File: src/rtl/st_pkg.sv
package st_pkg;

    localparam int CW_W      = 8;
    localparam int START_BIT = 6;
    localparam int PASS_BIT  = 5;

    typedef enum logic [2:0] {
        PH_IDLE,
        PH_SWEEP,
        PH_CHECK,
        PH_INVERSE,
        PH_TAIL
    } phase_e;

endpackage

File: src/rtl/st_sum_acc.sv
module st_sum_acc #(
    parameter int DW = 8,
    parameter int SW = 16
) (
    input  logic          clk,
    input  logic          rst_n,
    input  logic          clr,
    input  logic          en,
    input  logic [DW-1:0] din,
    output logic [SW-1:0] sum
);

    logic [SW-1:0] sum_d, sum_q;

    always_comb begin
        sum_d = sum_q;
        if (clr) begin
            sum_d = '0;
        end else if (en) begin
            sum_d = sum_q + SW'(din);
        end
    end

    always_ff @(posedge clk) begin
        if (!rst_n) begin
            sum_q <= '0;
        end else begin
            sum_q <= sum_d;
        end
    end

    assign sum = sum_q;

endmodule

File: src/rtl/st_pattern.sv
module st_pattern #(
    parameter int COLS = 5
) (
    input  logic            on_chk,
    input  logic            on_inv,
    input  logic            odd_row,
    output logic            force_on,
    output logic [COLS-1:0] cols
);

    assign force_on = on_chk | on_inv;

    for (genvar c = 0; c < COLS; c++) begin : g_col
        localparam logic COL_ODD = (c % 2) == 1;
        assign cols[c] = force_on & ((COL_ODD ^ odd_row) == on_inv);
    end

endmodule

File: src/rtl/selftest_seq.sv
module selftest_seq
    import st_pkg::*;
#(
    parameter int              ROM_AW     = 7,
    parameter int              ROM_DW     = 8,
    parameter int              SUM_W      = 16,
    parameter logic [SUM_W-1:0] EXPECT_SUM = 'h3A5C,
    parameter int              COLS       = 5,
    parameter int              PAT_LEN    = 114688,
    parameter int              TEST_LEN   = 262144
) (
    input  logic              clk,
    input  logic              rst_n,
    input  logic              ctl_wr,
    input  logic [CW_W-1:0]   ctl_wdata,
    output logic [CW_W-1:0]   ctl_rdata,
    output logic [ROM_AW-1:0] rom_addr,
    input  logic [ROM_DW-1:0] rom_data,
    input  logic              scan_odd_row,
    output logic              pat_force,
    output logic [COLS-1:0]   pat_cols,
    output logic              busy,
    output logic              pass,
    output logic              init_req
);

    localparam int DEPTH   = 1 << ROM_AW;
    localparam int CNT_W   = $clog2(TEST_LEN);
    localparam int CHK_END = DEPTH + PAT_LEN;
    localparam int INV_END = DEPTH + 2 * PAT_LEN;
    localparam logic [CNT_W-1:0] LAST = CNT_W'(TEST_LEN - 1);

    typedef struct packed {
        logic             busy;
        logic             pass;
        logic             init;
        logic [CW_W-1:0]  ctl;
        logic [CNT_W-1:0] cnt;
    } st_t;

    st_t           s_d, s_q;
    phase_e        phase;
    logic          start_req;
    logic [SUM_W-1:0] sum;

    always_comb begin
        phase = PH_IDLE;
        if (s_q.busy) begin
            if (s_q.cnt < CNT_W'(DEPTH))        phase = PH_SWEEP;
            else if (s_q.cnt < CNT_W'(CHK_END)) phase = PH_CHECK;
            else if (s_q.cnt < CNT_W'(INV_END)) phase = PH_INVERSE;
            else                                phase = PH_TAIL;
        end
    end

    assign start_req = ctl_wr && !s_q.busy && ctl_wdata[START_BIT];

    always_comb begin
        s_d      = s_q;
        s_d.init = 1'b0;
        if (!s_q.busy) begin
            if (ctl_wr) begin
                s_d.ctl           = ctl_wdata;
                s_d.ctl[PASS_BIT] = 1'b0;
                if (ctl_wdata[START_BIT]) begin
                    s_d.busy = 1'b1;
                    s_d.cnt  = '0;
                end
            end
        end else if (s_q.cnt == LAST) begin
            s_d.busy = 1'b0;
            s_d.init = 1'b1;
            s_d.pass = (sum == EXPECT_SUM);
            s_d.ctl  = '0;
            s_d.cnt  = '0;
        end else begin
            s_d.cnt = s_q.cnt + 1'b1;
        end
    end

    always_ff @(posedge clk) begin
        if (!rst_n) begin
            s_q <= '0;
        end else begin
            s_q <= s_d;
        end
    end

    st_sum_acc #(
        .DW (ROM_DW),
        .SW (SUM_W)
    ) u_acc (
        .clk   (clk),
        .rst_n (rst_n),
        .clr   (start_req),
        .en    (phase == PH_SWEEP),
        .din   (rom_data),
        .sum   (sum)
    );

    st_pattern #(
        .COLS (COLS)
    ) u_pat (
        .on_chk   (phase == PH_CHECK),
        .on_inv   (phase == PH_INVERSE),
        .odd_row  (scan_odd_row),
        .force_on (pat_force),
        .cols     (pat_cols)
    );

    assign rom_addr  = (phase == PH_SWEEP) ? s_q.cnt[ROM_AW-1:0] : '0;
    assign busy      = s_q.busy;
    assign pass      = s_q.pass;
    assign init_req  = s_q.init;
    assign ctl_rdata = {s_q.ctl[7:6], s_q.pass, s_q.ctl[4:0]};


    busy_hold_chk: assert property (@(posedge clk) disable iff (!rst_n)
        (busy && s_q.cnt != LAST) |=> busy);


    init_on_fall_chk: assert property (@(posedge clk) disable iff (!rst_n)
        $fell(busy) |-> (init_req && (ctl_rdata & 8'hDF) == 8'h00));


    init_single_chk: assert property (@(posedge clk) disable iff (!rst_n)
        init_req |=> !init_req);


    ctl_frozen_chk: assert property (@(posedge clk) disable iff (!rst_n)
        (busy && $past(busy)) |-> $stable(ctl_rdata));


    pass_hold_chk: assert property (@(posedge clk) disable iff (!rst_n)
        !$fell(busy) |-> $stable(pass));


    addr_step_chk: assert property (@(posedge clk) disable iff (!rst_n)
        (phase == PH_SWEEP && s_q.cnt != '0) |-> rom_addr == $past(rom_addr) + 1'b1);


    force_in_test_chk: assert property (@(posedge clk) disable iff (!rst_n)
        pat_force |-> busy);

endmodule

File: config.mk
export PLATFORM = sky130hd
export DESIGN_NAME = selftest_seq
export DESIGN_NICKNAME = d
export VERILOG_FILES = /design/src/rtl/st_pkg.sv /design/src/rtl/st_sum_acc.sv /design/src/rtl/st_pattern.sv /design/src/rtl/selftest_seq.sv
export SDC_FILE = /design/constraint.sdc
export NUM_CORES = 1
export LEC_CHECK = 0
export CORE_MARGIN = 8
export CORE_UTILIZATION = 45
export DETAILED_ROUTE_END_ITERATION = 7
export DONT_BUFFER_PORTS = 1
export GPL_TIMING_DRIVEN = 0
export PLACE_DENSITY_LB_ADDON = 0.2
export SETUP_SLACK_MARGIN = 0.4
export SYNTH_ARGS = -nofsm -noshare
export SYNTH_HDL_FRONTEND = slang
export SYNTH_HIERARCHICAL = 1
export SYNTH_SLANG_ARGS = --single-unit
File: constraint.sdc
create_clock -name clk -period 3.65 [get_ports clk]
set_clock_uncertainty 0.15 [all_clocks]
set_input_delay 0.1825 -clock clk [delete_from_list [all_inputs] [get_ports clk]]
set_output_delay 0.1825 -clock clk [all_outputs]
set_load 0.03 [all_outputs]
==> metrics, run 1 <==
crit path time final=3040 ps; TNS Setup=0 ps; share of layout cells above drive strength 1=10.7%; Hold Path Class=input pin to flip-flop; largest net degree at the start of global routing=13; Setup crit end kind=flip-flop; postcts setup bufs=0; Post-Route WL=6.23 mm; Residual DRC=0; Pins Over Slew Limit=0; crit path cell chain=buf_4 > nor4_1 > nand2_1 > or4_1 > nor2_2 > clkbuf_2 > nand2_1 > nor2_1 > nand3_1 > or4_1 > nand2_1; Die Y=92.3 µm; Floorplan Core Area=5570 µm²; CP max-delay cell=or4_1; Most used DFF post-synth=dfxtp_1; leakage power=0.00109 µW; via count=2,374; Peak VDD IR=204 µV; Rel. slew slack=43.0%; worst-path fanout max=10; Fin. Hold Viols=0; Seq/Total Area, Yosys=33.6%; cts bufs inserted=5; Startpoint Class=flip-flop; pwr/cell area=332 nW/µm²; Post-DP HPWL=4.55 mm; Commonest cells post-synth=dfxtp_1, nand3_1, a21oi_1; synth top area cells=dfxtp_1, nand3_1, a21oi_1, ha_1, nand2_1; average routed wire per standard cell=14.9 µm; most common cell in the synthesized netlist=dfxtp_1; first-pass GRT wire length=10.6 mm; RSZ-0062 raised after global routing=true; Worst-Margin Slew=850 ps; synth warn=6; Nets=374; status=finished, final reports clean; post-route cell area=2900 µm²; Worst EP arrival=3120 ps; required time worst endpoint=3730 ps; Synth Net Count=358; DRT Pass-1 Iters=4; dpl cell area=2710 µm²; root buffer cell=clkbuf_8; leading area contributor after synthesis=dfxtp_1; # diodes=0; Clk Latency, worst-skew pair=290 ps; Bufs on Longest Clock Path=2; Post-Syn Area=2620 µm²; Distinct cells, synth=56; IO Count=44; post-synthesis cell count=328; clock slew at the register clock pins of the worst setup and hold paths=90 ps; CTS tree=done; Async SR Flop Fraction=0%; Remaining Overflow, GRT=0; port bufs=0; WS Path Type=flip-flop to flip-flop; fmax=329 MHz; Initial Util=47.0%; Filler Cell Count=540; Post-synth EDFFs=0; number of max-cap violations=0; Crit path top cell by count=nand2_1; max incr delay on CP=450 ps; Synth top area share=33.6%; H-tree depth=2; Yosys reg bits=44; area delta synth->final=10.7%; CTS Sinks=44; GRT Util Overall=14.7%; Die W=92.3 µm; Synth Area per Inst=7.98 µm²; vias in the first global route=2,339; routed vias/inst=5.69; initial antenna violation count=0; Tcrit/Tclk final=83.2%; Final ANT Viol Nets=0; Final setup violation count=0; Iteration-0 DRC Markers=154; die area=8520 µm²; GPL Wtd Cong=0.868; placement row count=27
-- where the power goes --
group          internal [µW]  switching (µW)
Combinational           53.7            90.0
Clock                    155             161
Sequential               491            10.7
Total                    699             261
-- state kept, by name, indices dropped and copies added, names as in the netlist --
| signal | count |
|---|---|
| busy | 1 |
| ctl_rdata | 7 |
| init_req | 1 |
| pass | 1 |
| s_q | 18 |
| u_acc/sum | 16 |
-- what timing repair did --
| action | 4_1_cts | 5_1_grt |
|---|---|---|
| hold buffers | 9 | 0 |
| hold endpoints to repair | 12 | 0 |
| gates resized for setup | 2 | 3 |
| endpoints found under the setup margin | 7 | 7 |
| gates cloned | 0 | 0 |
-- per-layer routing --
layer,track usage [%],vias up,share of wire [%]
li1,-,1208,-
met1,17.3,1095,44
met2,25.4,64,49
met3,3.67,7,5.9
met4,4.56,0,1.0
met5,0,-,0
-- kinds of logic (layout without fill, tap and decap cells) --
kind of cell / Yosys count / count (layout) / share of synthesized area [%]
DFF: 44 / 44 / 33.6
muxes: 10 / 10 / 3.82
xor gates and xnor gates: 9 / 9 / 3.01
adders and majority gates: 10 / 10 / 5.06
and+or+nand+nor: 144 / 144 / 29.2
AOI/OAI and AO/OA: 77 / 77 / 18.3
buffers and inverters: 34 / 51 / 6.88
-- worst max-delay path: cells and delay by family (launching register included) --
kind                   cells  cell delay [ps]
and+or+nand+nor            9             2060
DFF                        1              310
buffers and inverters      2              430
-- placed cells by master, fill, tap and decap left out, drive strengths merged, types with 2 or more instances in the layout --
cell | Yosys | routed
buf | 17 | 17
xnor2 | 5 | 5
nor3b | 3 | 3
o21ai | 14 | 14
nand3b | 3 | 3
a41oi | 2 | 2
dfxtp | 44 | 44
nand2b | 6 | 6
mux2i | 10 | 10
a211oi | 6 | 6
and2 | 8 | 8
a31oi | 5 | 5
a311oi | 2 | 2
or4 | 4 | 4
nor3 | 7 | 7
xor2 | 4 | 4
nand3 | 34 | 34
dlygate4sd3 | 0 | 9
clkbuf | 8 | 16
nor4 | 4 | 4
inv | 8 | 8
nand4 | 6 | 6
o211ai | 3 | 3
a21oi | 33 | 33
or4b | 2 | 2
a21o | 2 | 2
o31ai | 2 | 2
nand2 | 30 | 30
and3 | 4 | 4
nor2 | 24 | 24
or3 | 2 | 2
ha | 9 | 9
nor2b | 3 | 3
-- worst paths after layout --
kind	slack [ps]	cells after the start	start	endpoint
worst max-delay path	610	11	s_q[11]	u_acc/sum[13]
worst min-delay path	9	2	rst_n	s_q[9]
worst min register to register	320	2	ctl_rdata[4]	ctl_rdata[4]
worst max register to register	610	11	s_q[11]	u_acc/sum[13]
-- layout make-up --
type	instances	area [µm²]	share of cell area [%]
flip-flops and latches	44	881	30.4
well taps	72	90.1	3.11
clock buffers	8	90.1	3.11
plain buffers	25	149	5.14
multi-input cells	250	1560	54.0
inverters	9	33.8	1.17
repair buffers	9	90.1	3.11
-- stage by stage --
stage                     utilization (%)  setup WS [ps]  power [µW]  hold WS [ps]  cells
after floorplan                         -            934         619           169    328
after global placement               48.6            397         646           172    400
after detailed placement             48.6            360         647           179    400
after CTS                            51.9            486         973          19.2    417
after global routing                 52.0            314        1010          26.9    417
final                                52.0            615         961          9.10    417
No activity file was read; power rests on OpenSTA's default activity.
==> run 2, diff against run 1 <==
==> constraint.sdc (replaced) <==
create_clock -name clk -period 2.99 [get_ports clk]
set_clock_uncertainty 0.15 [all_clocks]
set_input_delay 0.1495 -clock clk [delete_from_list [all_inputs] [get_ports clk]]
set_output_delay 0.1495 -clock clk [all_outputs]
set_load 0.03 [all_outputs]
==> metrics, run 2 (synthesis results as in run 1) <==
status=finished, final reports clean (unchanged); WS Path Type=flip-flop to flip-flop (unchanged); IO Count=44 (unchanged); non-filler cells, final=420 (was 417); via count=2,391 (was 2,374); Filler Cell Count=530 (was 540); Clk Latency, worst-skew pair=290 ps (about the same); die area=8520 µm² (unchanged); average routed wire per standard cell=14.7 µm (was 14.9 µm); Post-DP HPWL=4.46 mm (was 4.55 mm); RSZ-0062 raised after global routing=true (unchanged); Worst-Margin Slew=518 ps (was 850 ps); most common library cell in the layout ignoring fill and taps=dfxtp_1 (unchanged); max reg flops=18 (unchanged); worst-path fanout max=4 (was 10); routed vias/inst=5.69 (about the same); first-pass GRT wire length=10.4 mm (was 10.6 mm); Worst EP arrival=2560 ps (was 3120 ps); Residual DRC=0 (unchanged); Setup crit end kind=flip-flop (unchanged); vias in the first global route=2,251 (was 2,339); pwr/cell area=377 nW/µm² (was 332 nW/µm²); Die W=92.3 µm (unchanged); Fin. Hold Viols=0 (unchanged); Iteration-0 DRC Markers=99 (was 154); share of layout cells above drive strength 1=15.5% (was 10.7%); Rel. slew slack=65.4% (was 43.0%); number of max-cap violations=0 (unchanged); Initial Util=47.0% (unchanged); Die Y=92.3 µm (unchanged); power consumption=1140 µW (was 961 µW); M3 GR Usage=3.26% (was 3.67%); post-layout util=54.2% (was 52.0%); met2 usage=24.9% (was 25.4%); Tcrit/Tclk final=84.4% (was 83.2%); required time worst endpoint=3030 ps (was 3730 ps); GPL Wtd Cong=0.884 (was 0.868); fmax=396 MHz (was 329 MHz); DRT Pass-1 Iters=4 (unchanged); Nets=380 (was 374); Placed Cells=400 (unchanged); H-tree depth=2 (unchanged); leakage power=0.00114 µW (was 0.00109 µW); Post-Route WL=6.18 mm (was 6.23 mm); root buffer cell=clkbuf_8 (unchanged); clock slew at the register clock pins of the worst setup and hold paths=80 ps (was 90 ps); Biggest register=s_q (unchanged); Bufs on Longest Clock Path=2 (unchanged); commonest non-fill, non-tap cells in the layout=dfxtp_1, nand3_1, a21oi_1 (unchanged); Final setup violation count=0 (unchanged); Final ANT Viol Nets=0 (unchanged); Startpoint Class=flip-flop (unchanged); # diodes=0 (unchanged); CTS tree=done (unchanged); GRT busiest layer=met2 (unchanged); Hold Path Class=input pin to flip-flop (unchanged); placement row count=27 (unchanged); met1 Use GR=17.7% (was 17.3%); initial antenna violation count=0 (unchanged); GRT Util Overall=14.5% (was 14.7%); area delta synth->final=15.3% (was 10.7%); Remaining Overflow, GRT=0 (unchanged); crit path time final=2520 ps (was 3040 ps); port bufs=0 (unchanged); largest net degree at the start of global routing=12 (was 13); cts bufs inserted=5 (unchanged); CTS Sinks=44 (unchanged); Floorplan Core Area=5570 µm² (unchanged); Peak VDD IR=189 µV (was 204 µV); Pins Over Slew Limit=0 (unchanged)
run 2: cell types whose count changed in the layout (fill, tap and decap cells not counted), moves of 2 or more:
cell	change
buf_6	+2
dfxtp_2	+2
buf_4	+4
dfxtp_1	-2
nor2_1	-2
clkbuf_1	-3
run 2: what timing repair did:
item / CTS / global route
pin swaps: 2 / 2
resized for setup: 15 / 10
hold buffers: 9 / 0
hold endpoints to repair: 15 / 0
setup buffers: 4 / 2
endpoints found under the setup margin: 36 / 34
run 2: path summary, 6_finish.rpt:
check,startpoint,endpoint,slack (ps),depth (start not counted)
worst min register to register,ctl_rdata[2],ctl_rdata[2],320,2
worst min-delay path,rom_data[1],u_acc/sum[1],20,3
worst max register to register,s_q[10],u_acc/sum[15],470,8
worst max-delay path,s_q[10],u_acc/sum[15],470,8
run 2: report_power, final:
part / internal, µW / total [µW] / switching, µW
registers: 599 / 612 / 12.9
clock network: 151 / 339 / 188
logic: 72.8 / 187 / 114
total: 823 / 1140 / 315
run 2: per-stage QoR:
step | setup TNS [ps] | hold slack (ps) | worst slack [ps] | area (µm²)
6_report | 0 | 20.0 | 467 | 3020
5_1_grt | 0 | 27.6 | 329 | 3020
3_3_place_gp | -37.6 | 138 | -14.0 | 2710
3_5_place_dp | -162 | 143 | -32.7 | 2710
4_1_cts | 0 | 0.675 | 442 | 2970
2_1_floorplan | 0 | 136 | 411 | 2620
run 2: area by class of cell:
class / instances / area, µm² / share of cell area, %
buffer: 25 / 169 / 5.59
timing repair buffer: 15 / 135 / 4.48
clock buffer: 5 / 68.8 / 2.28
inverter: 9 / 33.8 / 1.12
multi-input combinational: 250 / 1640 / 54.3
tap: 72 / 90.1 / 2.98
sequential: 44 / 883 / 29.3
run 2: critical path, stage by stage (launching register included):
cell,delay (ps)
dfxtp_2,350
nor4_4,300
nand2_1,110
or4_4,450
nor2_4,160
buf_4,130
nand4_1,100
or4b_4,540
mux2i_1,130
run 2: per-layer routing:
metal / wire, µm / share of wire [%] / vias up
met5: 0 / 0 / -
met4: 42 / 0.68 / 0
met3: 247 / 4.0 / 4
met2: 3050 / 49 / 39
met1: 2850 / 46 / 1126
li1: - / - / 1222
